File: config.mk
export PLATFORM = sky130hd
export DESIGN_NAME = adc_cmd_sequencer
export DESIGN_NICKNAME = d
export VERILOG_FILES = /design/src/rtl/qseq_pkg.sv /design/src/rtl/qseq_sdp_ram.sv /design/src/rtl/qseq_trigger.sv /design/src/rtl/qseq_engine.sv /design/src/rtl/adc_cmd_sequencer.sv
export SDC_FILE = /design/constraint.sdc
export NUM_CORES = 1
export LEC_CHECK = 0
export ABC_CLOCK_PERIOD_IN_PS = 6150
export BUFFER_PORTS_ARGS = -buffer_cell sky130_fd_sc_hd__buf_2
export CORE_MARGIN = 1
export CORE_UTILIZATION = 31
export DETAILED_ROUTE_END_ITERATION = 8
export MAX_ROUTING_LAYER = met4
export PLACE_DENSITY = 0.44
export SETUP_SLACK_MARGIN = 0.2
export SLEW_MARGIN = 20
export SYNTH_ARGS = -nofsm -noshare
export SYNTH_HDL_FRONTEND = slang
export SYNTH_HIERARCHICAL = 1
export SYNTH_SLANG_ARGS = --single-unit
File: constraint.sdc
create_clock -name clk -period 6.15 [get_ports clk]
set_clock_uncertainty 0.15 [all_clocks]
set_input_delay 1.23 -clock clk [delete_from_list [all_inputs] [get_ports clk]]
set_output_delay 1.23 -clock clk [all_outputs]
set_load 0.01 [all_outputs]
File: src/rtl/qseq_pkg.sv
package qseq_pkg;
  localparam int CHAN_W = 6;
  localparam int ST_W   = 2;
  localparam int CCW_W  = CHAN_W + ST_W;
  localparam int RES_W  = 10;
  localparam int WORD_W = 16;
  localparam logic [CHAN_W-1:0] EOQ_CHAN = '1;

  typedef enum logic [1:0] {
    SRC_SW  = 2'd0,
    SRC_PIN = 2'd1,
    SRC_TMR = 2'd2,
    SRC_OFF = 2'd3
  } trig_src_t;

  typedef enum logic [2:0] {
    S_IDLE, S_FETCH, S_DECODE, S_SAMPLE, S_CONV, S_STORE
  } eng_state_t;
endpackage

File: src/rtl/qseq_sdp_ram.sv
module qseq_sdp_ram #(
  parameter int DW = 8,
  parameter int AW = 6
) (
  input  logic          clk,
  input  logic          we,
  input  logic [AW-1:0] waddr,
  input  logic [DW-1:0] wdata,
  input  logic [AW-1:0] raddr,
  output logic [DW-1:0] rdata
);
  localparam int DEPTH = 1 << AW;
  logic [DW-1:0] mem [DEPTH];

  always_ff @(posedge clk) begin
    if (we) mem[waddr] <= wdata;
    rdata <= mem[raddr];
  end
endmodule

File: src/rtl/qseq_trigger.sv
module qseq_trigger
  import qseq_pkg::*;
#(
  parameter int TMR_W = 16
) (
  input  logic             clk,
  input  logic             rst,
  input  trig_src_t        src,
  input  logic             sw_start,
  input  logic             ext_pin,
  input  logic [TMR_W-1:0] period,
  output logic             trig
);
  logic             pin_s1, pin_s2, pin_prev;
  logic [TMR_W-1:0] tmr_q;
  logic             tmr_run, tmr_hit;

  assign tmr_run = (src == SRC_TMR) && (period != '0);
  assign tmr_hit = tmr_run && (tmr_q == period - 1'b1);

  always_ff @(posedge clk) begin
    if (rst) begin
      pin_s1 <= 1'b0; pin_s2 <= 1'b0; pin_prev <= 1'b0;
      tmr_q  <= '0;   trig   <= 1'b0;
    end else begin
      pin_s1   <= ext_pin;
      pin_s2   <= pin_s1;
      pin_prev <= pin_s2;
      if (!tmr_run || tmr_hit) tmr_q <= '0;
      else                     tmr_q <= tmr_q + 1'b1;
      trig <= ((src == SRC_SW)  && sw_start) ||
              ((src == SRC_PIN) && pin_s2 && !pin_prev) ||
              tmr_hit;
    end
  end

  AST_TRIG_NOT_OFF: assert property (@(posedge clk) disable iff (rst)
    trig |-> ($past(src) != SRC_OFF));
endmodule

File: src/rtl/qseq_engine.sv
module qseq_engine
  import qseq_pkg::*;
#(
  parameter int IDX_W = 6
) (
  input  logic              clk,
  input  logic              rst,
  input  logic              start,
  input  logic              cont_mode,
  output logic [IDX_W-1:0]  ccw_addr,
  input  logic [CCW_W-1:0]  ccw_data,
  output logic              res_we,
  output logic [IDX_W-1:0]  res_addr,
  output logic [RES_W-1:0]  res_wdata,
  output logic              busy,
  output logic              pass_done,
  output logic [IDX_W-1:0]  idx_o,
  output logic              cv_sample,
  output logic              cv_start,
  output logic [CHAN_W-1:0] cv_chan,
  input  logic              cv_done,
  input  logic [RES_W-1:0]  cv_result
);
  localparam int CNT_W = 1 << ST_W;
  localparam logic [IDX_W-1:0] LAST_IDX = '1;

  eng_state_t        state;
  logic [IDX_W-1:0]  idx_q;
  logic [CNT_W-1:0]  cnt_q;
  logic [RES_W-1:0]  res_q;
  logic [CHAN_W-1:0] ccw_chan;
  logic [ST_W-1:0]   ccw_st;
  logic [CNT_W-1:0]  samp_m1;

  assign ccw_chan  = ccw_data[CHAN_W-1:0];
  assign ccw_st    = ccw_data[CCW_W-1:CHAN_W];
  assign samp_m1   = CNT_W'((2 << ccw_st) - 1);
  assign ccw_addr  = idx_q;
  assign res_addr  = idx_q;
  assign res_wdata = res_q;
  assign res_we    = (state == S_STORE);
  assign busy      = (state != S_IDLE);
  assign idx_o     = idx_q;

  always_ff @(posedge clk) begin
    if (rst) begin
      state     <= S_IDLE;
      idx_q     <= '0;
      cnt_q     <= '0;
      res_q     <= '0;
      cv_sample <= 1'b0;
      cv_start  <= 1'b0;
      cv_chan   <= '0;
      pass_done <= 1'b0;
    end else begin
      pass_done <= 1'b0;
      unique case (state)
        S_IDLE: if (start) begin
          idx_q <= '0;
          state <= S_FETCH;
        end
        S_FETCH: state <= S_DECODE;
        S_DECODE: begin
          if (ccw_chan == EOQ_CHAN) begin
            pass_done <= 1'b1;
            if (cont_mode) begin idx_q <= '0; state <= S_FETCH; end
            else state <= S_IDLE;
          end else begin
            cv_chan   <= ccw_chan;
            cnt_q     <= samp_m1;
            cv_sample <= 1'b1;
            state     <= S_SAMPLE;
          end
        end
        S_SAMPLE: begin
          if (cnt_q == '0) begin
            cv_sample <= 1'b0;
            cv_start  <= 1'b1;
            state     <= S_CONV;
          end else begin
            cnt_q <= cnt_q - 1'b1;
          end
        end
        S_CONV: begin
          cv_start <= 1'b0;
          if (cv_done) begin
            res_q <= cv_result;
            state <= S_STORE;
          end
        end
        S_STORE: begin
          if (idx_q == LAST_IDX) begin
            pass_done <= 1'b1;
            if (cont_mode) begin idx_q <= '0; state <= S_FETCH; end
            else state <= S_IDLE;
          end else begin
            idx_q <= idx_q + 1'b1;
            state <= S_FETCH;
          end
        end
        default: state <= S_IDLE;
      endcase
    end
  end

  AST_SAMPLE_THEN_START: assert property (@(posedge clk) disable iff (rst)
    !(cv_sample && cv_start));
  AST_START_ONE_CLOCK: assert property (@(posedge clk) disable iff (rst)
    cv_start |=> !cv_start);
  AST_CHAN_HELD: assert property (@(posedge clk) disable iff (rst)
    cv_sample |=> $stable(cv_chan));
  AST_NO_EOQ_CONV: assert property (@(posedge clk) disable iff (rst)
    cv_start |-> (cv_chan != EOQ_CHAN));
  AST_STORE_AFTER_DONE: assert property (@(posedge clk) disable iff (rst)
    res_we |-> $past(cv_done));
endmodule

File: src/rtl/adc_cmd_sequencer.sv
module adc_cmd_sequencer
  import qseq_pkg::*;
#(
  parameter int IDX_W  = 6,
  parameter int TMR_W  = 16,
  parameter int ADDR_W = 10
) (
  input  logic              clk,
  input  logic              rst,
  input  logic [ADDR_W-1:0] reg_addr,
  input  logic              reg_wr,
  input  logic [WORD_W-1:0] reg_wdata,
  output logic [WORD_W-1:0] reg_rdata,
  input  logic              ext_trig,
  output logic              cv_sample,
  output logic              cv_start,
  output logic [CHAN_W-1:0] cv_chan,
  input  logic              cv_done,
  input  logic [RES_W-1:0]  cv_result,
  output logic              irq
);
  localparam int OFF_W = ADDR_W - 2;
  localparam logic [1:0] RG_CSR = 2'd0;
  localparam logic [1:0] RG_CCW = 2'd1;
  localparam logic [1:0] RG_RES = 2'd2;
  localparam logic [OFF_W-1:0] A_CTL = OFF_W'(0);
  localparam logic [OFF_W-1:0] A_STS = OFF_W'(1);
  localparam logic [OFF_W-1:0] A_TMR = OFF_W'(2);
  localparam int PAD_W = WORD_W - RES_W;

  logic [1:0]       region;
  logic [OFF_W-1:0] off;
  logic             wr_ctl, wr_sts, wr_tmr, wr_ccw;
  logic             cont_q, ie_q, sw_q, cmp_q, ovr_q, cmp_d;
  trig_src_t        src_q;
  logic [TMR_W-1:0] period_q;
  logic             trig, busy, pass_done;
  logic [IDX_W-1:0] idx, ccw_raddr, res_waddr;
  logic [CCW_W-1:0] ccw_rdata;
  logic             res_we;
  logic [RES_W-1:0] res_wdata, res_rdata;
  logic [1:0]       region_q, view_q;
  logic [WORD_W-1:0] csr_q, csr_d;

  assign region = reg_addr[ADDR_W-1 -: 2];
  assign off    = reg_addr[OFF_W-1:0];
  assign wr_ctl = reg_wr && region == RG_CSR && off == A_CTL;
  assign wr_sts = reg_wr && region == RG_CSR && off == A_STS;
  assign wr_tmr = reg_wr && region == RG_CSR && off == A_TMR;
  assign wr_ccw = reg_wr && region == RG_CCW;

  assign cmp_d = pass_done || (cmp_q && !(wr_sts && reg_wdata[0]));

  always_ff @(posedge clk) begin
    if (rst) begin
      cont_q <= 1'b0; ie_q <= 1'b0; sw_q <= 1'b0; src_q <= SRC_SW;
      period_q <= '0; cmp_q <= 1'b0; ovr_q <= 1'b0; irq <= 1'b0;
    end else begin
      sw_q <= wr_ctl && reg_wdata[4];
      if (wr_ctl) begin
        cont_q <= reg_wdata[0];
        src_q  <= trig_src_t'(reg_wdata[2:1]);
        ie_q   <= reg_wdata[3];
      end
      if (wr_tmr) period_q <= reg_wdata[TMR_W-1:0];
      cmp_q <= cmp_d;
      ovr_q <= (trig && busy) || (ovr_q && !(wr_sts && reg_wdata[1]));
      irq   <= cmp_d && ie_q;
    end
  end

  qseq_trigger #(.TMR_W(TMR_W)) u_trig (
    .clk(clk), .rst(rst), .src(src_q), .sw_start(sw_q),
    .ext_pin(ext_trig), .period(period_q), .trig(trig)
  );

  qseq_sdp_ram #(.DW(CCW_W), .AW(IDX_W)) u_ccw_mem (
    .clk(clk), .we(wr_ccw), .waddr(reg_addr[IDX_W-1:0]),
    .wdata(reg_wdata[CCW_W-1:0]), .raddr(ccw_raddr), .rdata(ccw_rdata)
  );

  qseq_sdp_ram #(.DW(RES_W), .AW(IDX_W)) u_res_mem (
    .clk(clk), .we(res_we), .waddr(res_waddr), .wdata(res_wdata),
    .raddr(reg_addr[IDX_W-1:0]), .rdata(res_rdata)
  );

  qseq_engine #(.IDX_W(IDX_W)) u_eng (
    .clk(clk), .rst(rst), .start(trig), .cont_mode(cont_q),
    .ccw_addr(ccw_raddr), .ccw_data(ccw_rdata),
    .res_we(res_we), .res_addr(res_waddr), .res_wdata(res_wdata),
    .busy(busy), .pass_done(pass_done), .idx_o(idx),
    .cv_sample(cv_sample), .cv_start(cv_start), .cv_chan(cv_chan),
    .cv_done(cv_done), .cv_result(cv_result)
  );

  always_comb begin
    csr_d = '0;
    unique case (off)
      A_CTL:   csr_d[3:0] = {ie_q, src_q, cont_q};
      A_STS:   begin
        csr_d[1:0]         = {ovr_q, cmp_q};
        csr_d[8 +: IDX_W]  = idx;
      end
      A_TMR:   csr_d[TMR_W-1:0] = period_q;
      default: csr_d = '0;
    endcase
  end

  always_ff @(posedge clk) begin
    if (rst) begin
      region_q <= RG_CSR; view_q <= 2'd0; csr_q <= '0;
    end else begin
      region_q <= region;
      view_q   <= reg_addr[IDX_W +: 2];
      csr_q    <= (region == RG_CSR) ? csr_d : '0;
    end
  end

  always_comb begin
    reg_rdata = csr_q;
    if (region_q == RG_RES) begin
      unique case (view_q)
        2'd0:    reg_rdata = {{PAD_W{1'b0}}, res_rdata};
        2'd1:    reg_rdata = {res_rdata, {PAD_W{1'b0}}};
        2'd2:    reg_rdata = {~res_rdata[RES_W-1], res_rdata[RES_W-2:0], {PAD_W{1'b0}}};
        default: reg_rdata = '0;
      endcase
    end else if (region_q == RG_CCW) begin
      reg_rdata = '0;
    end
  end

  AST_IRQ_NEEDS_ENABLE: assert property (@(posedge clk) disable iff (rst)
    irq |-> $past(ie_q));
  AST_CMP_FROM_PASS: assert property (@(posedge clk) disable iff (rst)
    $rose(cmp_q) |-> $past(pass_done));
  AST_OVR_STICKY: assert property (@(posedge clk) disable iff (rst)
    (ovr_q && !(wr_sts && reg_wdata[1])) |=> ovr_q);
  AST_SINGLE_STOPS: assert property (@(posedge clk) disable iff (rst)
    (pass_done && !cont_q && !$past(trig)) |=> !cv_sample);
endmodule

=== After elaboration in Yosys (flattened, before gate mapping) ===
Memory sizes are Yosys's and may differ from the RTL's. A register that Yosys moved wholly into a read port is not among the register bits.
Cells that the tools add are included.
Widths: inputs -> output; s select.

* Shift-type cells: 1
* Add/subtract/negate cells: 5
* Multiplexer cells: 33
* Bitwise operators: 4
* Reduce and logical (&&, ||, !) cells: 47
* Equal/unequal tests: 23

{| class="wikitable"
|+ Operators by type and width
! cell !! number
|-
| $pmux 16 s3 || 1
|-
| $mux 16 || 2
|-
| $mux 6 || 4
|-
| $pmux 3 s6 || 1
|-
| $pmux 6 s3 || 1
|-
| $logic_and 1x1->1 || 17
|-
| $add 16x1->16 const B || 1
|-
| $eq 16x16->1 || 1
|-
| $reduce_bool 16->1 || 1
|-
| $sub 16x1->16 const B || 1
|-
| $eq 6x6->1 const B || 2
|-
| $pmux 6 s2 || 1
|-
| $reduce_and 3->1 || 4
|-
| $mux 1 || 11
|-
| $mux 3 || 3
|-
| $eq 2x1->1 const B || 4
|-
| $eq 8x1->1 const B || 1
|-
| $eq 8x2->1 const B || 1
|-
| $logic_not 8->1 || 1
|-
| $mux 4 || 2
|-
| $ne 2x2->1 const B || 4
|-
| $pmux 4 s2 || 1
|-
| $add 6x1->6 const B || 1
|-
| $eq 2x2->1 const B || 3
|-
| 22 further kinds || 44
|}

* Register bits after elaboration: 96
* Memory bits (writable): 1,152
* Output and inout bits: 25
* Input port bits: 41
* Word-level logic and storage cells: 140
* Memories: 2

{| class="wikitable"
|+ Memories
! memory !! depth !! bits a word !! read ports !! clocked after memory_dff !! write ports !! RTL line !! source
|-
| u_res_mem.mem || 64 || 10 || 1 || 1 || 1 || qseq_sdp_ram.sv:13 || <nowiki>logic [DW-1:0] mem [DEPTH];</nowiki>
|-
| u_ccw_mem.mem || 64 || 8 || 1 || 1 || 1 || qseq_sdp_ram.sv:13 ||
|}

=== Logic depth before layout (Yosys ltp) ===
* Depth in word-level cells: 8
* Mapped depth: 11
* Gate-level depth less buffers: 8

=== Hierarchy ===
Netlist, hierarchy kept.

{| class="wikitable"
|+ By module, submodules not included
! module !! cells each !! seq. area each (sq um) !! instances !! area an instance (sq um)
|-
| qseq_sdp_ram (u_res_mem) || 1,118 || 19,418.6 || 1 || 25,101.6
|-
| qseq_sdp_ram (u_ccw_mem) || 940 || 15,534.9 || 1 || 20,166.8
|-
| adc_cmd_sequencer || 200 || 880.8 || 1 || 1,961.9
|-
| qseq_engine || 193 || 640.6 || 1 || 1,606.5
|-
| qseq_trigger || 173 || 400.4 || 1 || 1,486.4
|}

=== Worst setup path before layout ===
Ideal clock, no wire load.

* Kind: in2reg
* From: in reg_addr[0]
* To: reg u_res_mem.rdata[2] (read register of u_res_mem.mem)
* Library setup time: 122 ps
* Buffers on the path: 3
* Arrival time: 2,908 ps
* Data required time: 5,878 ps
* Setup slack: 2,970 ps
* Cell stages on the path: 7
* Cell sequence: buf_6 > buf_4 > buf_2 > mux4_2 > mux2_2 > o31ai_1 > o21ai_1

{| class="wikitable"
|+ RTL lines
! element !! RTL line !! source
|-
| from (decl) || adc_cmd_sequencer.sv:10 || <nowiki>input logic [ADDR_W-1:0] reg_addr,</nowiki>
|-
| to (decl) || qseq_sdp_ram.sv:10 || <nowiki>output logic [DW-1:0] rdata</nowiki>
|}

==> reports/metrics.csv <==
stage;metric;value;unit
route;routedLengthMet1;58500;µm
die;initial_core_util;31.3;%
cts;path_clk_slew;0.06;ns
finish;final_nets;2780;
finish;syn2layout_area_growth;14.4;%
worst_setup_path;required;6.56;ns
cts;clockBufferDepth;3;
route;vias_per_cell;5.07;
pwr;finalPower;17800;µW
yosys;yosys.area.top_type;edfxtp_1;
cts;clk_latency;0.76;ns
yosys;synth-seq-cells;1266;
timing;min_period;3.92;ns
pwr;p_leak;0.0163;µW
yosys;yosysWarnings;6;
finish;final_cell_mix;edfxtp_1 (1,152), mux4_2 (286), nor2_1 (143), clkbuf_16 (138), mux2i_1 (103);
yosys;synth_area;50300;µm²
cts;numCtsBuffers;138;
worst_setup_path;critPathKind;reg -> reg;
route;vias;25377;
cts;cts_hold_buf;0;
die;num_io_pins;66;
timing;finalSetupTns;0;ns
cts;cts_htree_levels;4;
route;highest-signal-layer;met4;
timing;slew_headroom;25.4;%
pwr;ir_drop;0.307;mV
global_route;grt_max_degree;79;
worst_setup_path;crit_chain;buf_4, mux4_2, mux2_2, o221a_2, nor3_1, o32ai_1;
worst_setup_path;endpoint_kind;register;
placed_design;port_buffers;65;
placed_design;place_congestion;0.802;
die;coreArea;161000;µm²
global_route;grt_overflow_total;0;
worst_setup_path;path_max_fanout;37;
yosys;synth_cell_types;84;
timing;hold_viol_final;0;
yosys;synthArstFlopShare;0;%
hold_path;hold_class;reg -> reg;
route;wl_per_cell;26.2;µm
route;wl_met3;7620;µm
cts;post-cts-setup-buffers;0;
yosys;synth_edf_count;1152;
route;route.detailed.drc;0;
cts;cts_root_buf;clkbuf_16;
route;routed_wirelength;131000;µm
yosys;synthesis.nets;2669;
timing;setup_viol;0;
worst_setup_path;cp_slowest_cell;dfxtp_4;
flow_run;maxCapViolCount;0;
timing;timing.final.crit_share;63.7;%
route;postRouteAntennaNets;0;
yosys;synth_cells;2624;
route;first_pass_iters;7;
global_route;grt.total_usage;16.6;%
timing;worst_slew_pin_slew;1.11;ns
die;die-area;164000;µm²
finish;final_common_cell;edfxtp_1;
worst_setup_path;cp.arrival;4.33;ns
yosys;avgSynthCellArea;19.2;µm²
run_status;status;complete, no violations;
yosys;ys_seq_area_share;73.3;%
timing;rsz0062_at_grt;false;
cts;cts-resized-gates;0;
yosys;synth_top_area_share;68.7;%
placed_design;hpwl;80000;µm
global_route;grt_pass1_vias;26234;
global_route;grt_pass1_wl;190000;µm
timing;max_freq;255;MHz
global_route;antenna_found_initial;4;
finish;layout-drive-gt1-share;25.6;%
placed_design;dp.cells;4754;
route;drt_iter0_markers;2069;
finish;final_cells;5006;
cts;cts_tree;built;
cts;clock-sinks;1266;
timing;slew_violations;0;
yosys;synthTopCellsByArea;edfxtp_1 (69%), mux4_2 (13%), dfxtp_1 (4.5%);
die;fp.dieH;405;µm
yosys;synth_top_flop_cell;edfxtp_1;
worst_setup_path;critPathMaxStageDelay;0.86;ns
route;wl_met2;62800;µm
die;row_count;147;
die;fp.dieW;405;µm
worst_setup_path;worstSetupStartpointType;register;
pwr;power_per_cell_area;310;nW/µm²
==> where the power goes <==
group	switching (µW)	total, µW	leakage [µW]	internal, µW
clock	3390	8120	0.00216	4730
sequential	19.9	9340	0.0101	9320
combinational	252	368	0.00398	116
total	3660	17800	0.0163	14200
==> synth_stat cells (5+ instances only) <==
library cell / number
a22oi_1: 18
mux4_2: 286
o31ai_1: 6
nor3b_1: 7
nor3_1: 22
buf_4: 42
inv_1: 13
mux2i_1: 103
nand3_1: 35
o221ai_1: 9
edfxtp_1: 1152
xnor2_1: 27
nor4_1: 6
clkbuf_1: 54
o22ai_1: 24
buf_1: 7
a211oi_1: 24
a221oi_1: 11
mux2_2: 20
a22o_1: 23
o211ai_1: 5
dfxtp_1: 114
o21ai_0: 11
or3_1: 8
nand4_1: 10
a211oi_2: 7
nand3b_1: 9
a21oi_1: 37
nand2_1: 76
nor2_1: 191
nand2b_1: 53
xor2_1: 12
buf_2: 34
buf_6: 10
o2bb2ai_1: 5
and2_1: 6
mux2_4: 5
nor2b_1: 43
o21ai_1: 8
a2111oi_2: 5
==> final timing paths <==
kind	start	end	slack, ns	cells past startpoint
worst max-delay path	u_eng/ccw_addr[0]	u_ccw_mem/rdata[6]	2.23	6
worst min-delay path	u_trig/pin_s1	u_trig/pin_s2	0.30	1
worst min register to register	u_trig/pin_s1	u_trig/pin_s2	0.30	1
worst max register to register	u_eng/ccw_addr[0]	u_ccw_mem/rdata[6]	2.23	6
==> flip-flops by register name, summed over array words and instances, names as in the netlist, 8 cells and up <==
signal           flops
u_eng/res_wdata     10
u_res_mem/rdata     10
u_ccw_mem/mem      512
csr_q               16
u_trig/tmr_q        16
period_q            16
u_res_mem/mem      640
u_ccw_mem/rdata      8
==> metal layers <==
| metal | vias up | GRT usage, % |
|---|---|---|
| met5 | - | - |
| met3 | 157 | 3.46 |
| met1 | 13608 | 22.2 |
| li1 | 10913 | - |
| met2 | 699 | 25.9 |
| met4 | 0 | 3.70 |
==> through the flow <==
| step | hold WS, ns | area (µm²) | setup slack, ns | util, % |
|---|---|---|---|---|
| 4_1_cts | 0.305 | 57500 | 2.19 | 35.7 |
| 3_5_place_dp | 0.292 | 53100 | 1.48 | 33.0 |
| 5_1_grt | 0.324 | 57600 | 2.17 | 35.8 |
| 6_report | 0.298 | 57600 | 2.23 | 35.8 |
| 3_3_place_gp | 0.297 | 53000 | 1.54 | 32.9 |
| 2_1_floorplan | 0.264 | 50300 | 2.97 | - |
==> cell type report <==
type	instances	area (µm²)
antenna	3	7.51
sequential	1266	36900
timing repair buffer	121	815
inverter	14	52.6
clock inverter	78	800
fill	14840	103000
clock buffer	170	3630
tap	2160	2700
multi-input combinational	1194	12600
==> worst max-delay path, delay by kind of cell, from the launching register on <==
family | cells | cell delay [ns]
AOI/OAI and AO/OA | 2 | 0.62
buffers and inverters | 1 | 0.49
DFF | 1 | 0.86
muxes | 2 | 0.88
and+or+nand+nor | 1 | 0.64
==> logic make-up (layout without fill, tap and decap cells) <==
logic type      after synthesis  count (layout)  share of synthesized area, %
xor+xnor                     39              39                         0.679
flops                      1266            1266                          73.3
simple gates                496             496                          4.96
compound gates              241             241                          3.68
buf+inv                     164             383                          1.86
mux                         414             414                          15.4
other cells                   0               3                             0
fa+ha+maj                     4               4                        0.0995
Note: power is estimated with default switching activity, not from simulation.
